===== config.mk =====
export PLATFORM = sky130hd
export DESIGN_NAME = burst_addr_seq
export DESIGN_NICKNAME = d
export VERILOG_FILES = /design/src/rtl/bseq_pkg.sv /design/src/rtl/bseq_order.sv /design/src/rtl/bseq_beat_cnt.sv /design/src/rtl/burst_addr_seq.sv
export SDC_FILE = /design/constraint.sdc
export NUM_CORES = 1
export LEC_CHECK = 0
export BUFFER_PORTS_ARGS = -buffer_cell sky130_fd_sc_hd__buf_2
export CAP_MARGIN = 40
export CORE_ASPECT_RATIO = 0.8
export CORE_UTILIZATION = 40
export DETAILED_ROUTE_END_ITERATION = 10
export PLACE_DENSITY = 0.66
export SYNTH_ARGS = -nofsm -noshare
export SYNTH_HDL_FRONTEND = slang
export SYNTH_SLANG_ARGS = --single-unit

===== constraint.sdc =====
create_clock -name clk -period 1.7 [get_ports clk]
set_input_delay 0.085 -clock clk [delete_from_list [all_inputs] [get_ports clk]]
set_output_delay 0.085 -clock clk [all_outputs]
set_load 0.005 [all_outputs]

===== src/rtl/bseq_pkg.sv =====
// Package: shared widths and types for the burst address sequencer.
// Assumes the burst is always four beats, so two low address bits are stepped.
package bseq_pkg;
    localparam int BEAT_W = 2;
    typedef logic [BEAT_W-1:0] beat_t;
    typedef enum logic {
        ORD_LINEAR     = 1'b0,
        ORD_INTERLEAVE = 1'b1
    } order_e;
endpackage


===== src/rtl/bseq_order.sv =====
// Module: bseq_order
// Turns a burst start position and a beat index into the low address bits
// of that beat. Purely combinational.
// Assumes: the index is already reduced modulo the burst length.
module bseq_order
    import bseq_pkg::*;
(
    input  beat_t  start_pos,
    input  beat_t  beat_idx,
    input  order_e order_sel,
    output beat_t  beat_pos
);
    beat_t xor_pos;
    beat_t lin_pos;

    // Build both orders, then let the mode pick one.
    always_comb begin
        xor_pos  = start_pos ^ beat_idx;
        lin_pos  = start_pos + beat_idx;
        beat_pos = (order_sel == ORD_INTERLEAVE) ? xor_pos : lin_pos;
    end
endmodule


===== src/rtl/bseq_beat_cnt.sv =====
// Module: bseq_beat_cnt
// Stores the start position of the burst and counts its beats.
// Gives out the index the next advance will use.
// Assumes: synchronous active-low reset; clk_en freezes all state.
module bseq_beat_cnt
    import bseq_pkg::*;
(
    input  logic  clk,
    input  logic  rst_n,
    input  logic  clk_en,
    input  logic  adv_ld,
    input  beat_t load_pos,
    output beat_t start_pos,
    output beat_t next_idx
);
    beat_t start_q;
    beat_t idx_q;

    // Index of the beat after the current one; wraps at the burst length.
    always_comb next_idx = idx_q + beat_t'(1);

    // Take the start on a load, move the index on an advance.
    always_ff @(posedge clk) begin
        if (!rst_n) begin
            start_q <= '0;
            idx_q   <= '0;
        end else if (clk_en) begin
            if (!adv_ld) begin
                start_q <= load_pos;
                idx_q   <= '0;
            end else begin
                idx_q   <= next_idx;
            end
        end
    end

    assign start_pos = start_q;
endmodule


===== src/rtl/burst_addr_seq.sv =====
// Module: burst_addr_seq (top)
// Produces a registered burst address. A load takes the external address;
// an advance keeps the upper bits and moves the low two bits in the
// interleaved or the linear order chosen by seq_mode.
// Assumes: seq_mode is static during a burst; ADDR_W is larger than 2.
module burst_addr_seq
    import bseq_pkg::*;
#(
    parameter int ADDR_W = 18
)(
    input  logic              clk,
    input  logic              rst_n,
    input  logic              clk_en,
    input  logic              adv_ld,
    input  logic [ADDR_W-1:0] ext_addr,
    input  logic              seq_mode,
    output logic [ADDR_W-1:0] burst_addr
);
    localparam int UPPER_W = ADDR_W - BEAT_W;

    beat_t  start_pos;
    beat_t  next_idx;
    beat_t  next_pos;
    order_e order_sel;
    logic [ADDR_W-1:0] addr_q;

    // Turn the mode pin into the order type.
    always_comb order_sel = order_e'(seq_mode);

    bseq_beat_cnt cnt_i (
        .clk       (clk),
        .rst_n     (rst_n),
        .clk_en    (clk_en),
        .adv_ld    (adv_ld),
        .load_pos  (ext_addr[BEAT_W-1:0]),
        .start_pos (start_pos),
        .next_idx  (next_idx)
    );

    bseq_order ord_i (
        .start_pos (start_pos),
        .beat_idx  (next_idx),
        .order_sel (order_sel),
        .beat_pos  (next_pos)
    );

    generate
        if (UPPER_W > 0) begin : g_upper
            // Output register: a load replaces it, an advance changes only the low bits.
            always_ff @(posedge clk) begin
                if (!rst_n)
                    addr_q <= '0;
                else if (clk_en) begin
                    if (!adv_ld)
                        addr_q <= ext_addr;
                    else
                        addr_q <= {addr_q[ADDR_W-1:BEAT_W], next_pos};
                end
            end
        end else begin : g_narrow
            // Output register when the address is exactly the beat field.
            always_ff @(posedge clk) begin
                if (!rst_n)
                    addr_q <= '0;
                else if (clk_en)
                    addr_q <= adv_ld ? next_pos : ext_addr;
            end
        end
    endgenerate

    assign burst_addr = addr_q;
endmodule


==> metrics.md <==
| Metric | Value |
|---|---|
| Fmax | `713 MHz` |
| Largest family of logic cells by synthesized area | `compound AO/OA/AOI/OAI gates` |
| H-tree Lvls | `1` |
| Worst-path clk slew | `0.11 ns` |
| Worst Hold Class | `in2reg` |
| Post-synth top area share | `44.3%` |
| Hold-fix buffers, CTS | `0` |
| Final setup vio count | `0` |
| RSZ-0062 raised after global routing | `no` |
| Worst skew pair latency | `0.30 ns` |
| Total power | `0.000916 W` |
| Hold WS | `0.0117 ns` |
| Row count | `15` |
| Post-Syn Instances | `106` |
| Die height | `46.6 um` |
| Setup Fix Bufs, Post-CTS | `0` |
| Pins Over Slew Limit | `0` |
| Gate power share | `14.7%` |
| DP Area | `1160 um^2` |
| Global-route wire length before repair | `3170 um` |
| Post-detail-place hpwl | `1420 um` |
| Synth Area in Compound Gates | `21.3%` |
| Status | `finished with violations` |
| Root Driver | `clkbuf_4` |
| Failing checks | `design-rule violations` |
| Clock group share of total power | `24.8%` |
| Yosys cell types | `23` |
| Setup ws final | `0.297 ns` |
| GR met3 Demand/Resource | `6.18%` |
| Total GRT Usage | `16.0%` |
| CP startpoint kind | `flip-flop` |
| Setup CP Type | `reg2reg` |
| Die width | `57.7 um` |
| Rel. slew slack | `72.4%` |
| Internal power | `0.000694 W` |
| Switching part of the total | `24.2%` |
| I/O pins | `41` |
| Tightest Pin Transition | `0.413 ns` |
| Syn Area/Cell | `9.37 um^2` |
| Diodes inserted | `0` |
| GR Layer Usage met1 | `19.8%` |
| GR Util met2 | `27.2%` |
| WL per Instance | `11.6 um` |
| TritonRoute pass-1 iters | `8` |
| Final TNS setup | `0 ns` |
| Via density | `4.83` |
| Synth Register Bits | `22` |
| DRT Wirelength | `1940 um` |
| Sw power | `0.000222 W` |
| P per Cell Area | `767 nW/um^2` |
| Initial DRC count | `22` |
| Fin crit share | `82.5%` |
| TritonCTS clock tree | `yes` |
| Skew final | `0.00375 ns` |
| Final Critical Period | `1.40 ns` |
| Adder-Cell Fraction of Synth Area | `1.26%` |
| GPL Wtd Cong | `0.762` |
| Synth top area cells | `dfxtp_1 (44%), nand2_1 (14%), a21boi_2 (11%), a21boi_0 (6.8%), buf_6 (5.7%)` |
| Core Footprint | `2250 um^2` |
| CP Max Fanout | `5` |
| Multiplexer area fraction after synthesis | `1.01%` |
| Max Cap Viol | `0` |
| Setup Slack @ Placement | `0.321 ns` |
| CP arrival | `1.62 ns` |
| Sink Count | `22` |
| Via count of the first global-routing pass | `700` |
| Max Root-Sink Buffers | `2` |
| Worst reg2reg path depth | `5` |
| Total gr overflow | `0` |
| Initial antenna violation count | `0` |
| XOR/XNOR Fraction of Synth Area | `3.15%` |
| Req. time, crit path | `1.92 ns` |
| DRC | `2` |
| Area occupied by multi-input gates | `474 um^2` |
| Largest net degree at the start of global routing | `25` |
| Final Instance Area | `1190 um^2` |
| Hold Path Depth | `3` |
| Ys Warns | `0` |
| CP Capture Type | `flip-flop` |
| Leakage power | `0.549 nW` |
| Simple-Gate Fraction of Synth Area | `21.0%` |
| R2R Setup Slk | `0.30 ns` |
| Netlist area before placement | `993 um^2` |
| Seq pwr share | `60.4%` |
| Final hold violation count | `0` |
| Vias | `812` |
| Seq/Total Area, Yosys | `44.3%` |
| Max VDD drop | `0.473 mV` |
| Initial cell density of the core | `44.1%` |
| GRT Max-Usage Layer | `met2` |
| FILL cells | `223` |
| IO buf count | `40` |
| Layout cells sized above 1 | `38.5%` |
| Post-Syn Nets | `130` |
| Synth area leader | `dfxtp_1` |
| Area growth syn-to-layout | `20.2%` |
| FF+latch area | `440 um^2` |
| Layout Nets | `169` |
| Die Area | `2690 um^2` |
| TritonCTS Buffers | `3` |
| Post-CTS Resized | `0` |
| Antenna-violating nets left | `0` |
## worst paths after layout
kind	from	endpoint
worst min-delay path	ext_addr[10]	burst_addr[10]
worst max register to register	cnt_i.idx_q[0]	burst_addr[1]
worst max-delay path	cnt_i.idx_q[0]	burst_addr[1]
worst min register to register	burst_addr[13]	burst_addr[13]
## routing by layer
layer	vias to the layer above	wire (um)	share of wire, %
li1	418	-	-
met1	369	884	45
met2	23	919	47
met3	2	128	6.6
met4	0	10	0.51
met5	-	0	0
## logic make-up (layout without fill, tap and decap cells)
kind of cell             count (synthesis)  count (layout)
buffers and inverters                   10              47
adder cells (fa/ha/maj)                  1               1
XOR/XNOR                                 2               2
multiplexers                             1               1
flip-flops                              22              22
AO/OA/AOI/OAI                           24              24
AND/OR/NAND/NOR                         46              46
## state kept, by name, summed over array words and instances (netlist names)
register         cells
burst_addr          18
cnt_i.idx_q          2
cnt_i.start_pos      2
## critical path, stage by stage, from the launching register on
cell,delay [ns]
dfxtp_1,0.40
inv_1,0.07
ha_1,0.18
nor2b_1,0.14
xnor3_1,0.33
o21ai_0,0.19
## Yosys cell counts (all sizes together)
cell / number
and4b: 1
xor2: 1
dfxtp: 22
a31oi: 1
o211a: 1
nand4b: 1
nand2b: 1
o21ai: 3
buf: 6
a21boi: 19
nor2b: 3
nand3b: 1
nand3: 1
mux2i: 1
clkbuf: 2
xnor3: 1
and2: 1
inv: 2
ha: 1
nand2: 37
## power by group through the flow
stage | Sequential [W] | Combinational (W) | Clock (W)
final | 0.000553 | 0.000135 | 0.000228
after floorplan | 0.000566 | 0.0000862 | 0
after global routing | 0.000556 | 0.000155 | 0.000255
after CTS | 0.000554 | 0.000136 | 0.000234
after global placement | 0.000564 | 0.000132 | 0
after detailed placement | 0.000565 | 0.000135 | 0
## cell type report
cell class | count | share of cell area [%]
tap | 25 | 2.62
sequential | 22 | 36.9
multi-input combinational | 74 | 39.7
clock buffer | 3 | 1.89
inverter | 2 | 0.629
timing repair buffer | 42 | 18.2
## cell usage in the layout, fill, tap and decap left out, drive strengths merged, types with 2 or more instances in the layout
cell    Yosys  layout
inv         2       2
a21boi     19      19
dfxtp      22      22
nand2      37      37
o21ai       3       3
nor2b       3       3
clkbuf      2       3
buf         6      41
## through the flow
stage / std cells / util [%]
finish: 168 / 53.0
global route: 168 / 53.0
CTS: 167 / 52.6
detailed placement: 164 / 51.6
global placement: 164 / 51.6
floorplan: 106 / -
Power figures use the tool's default switching activity.
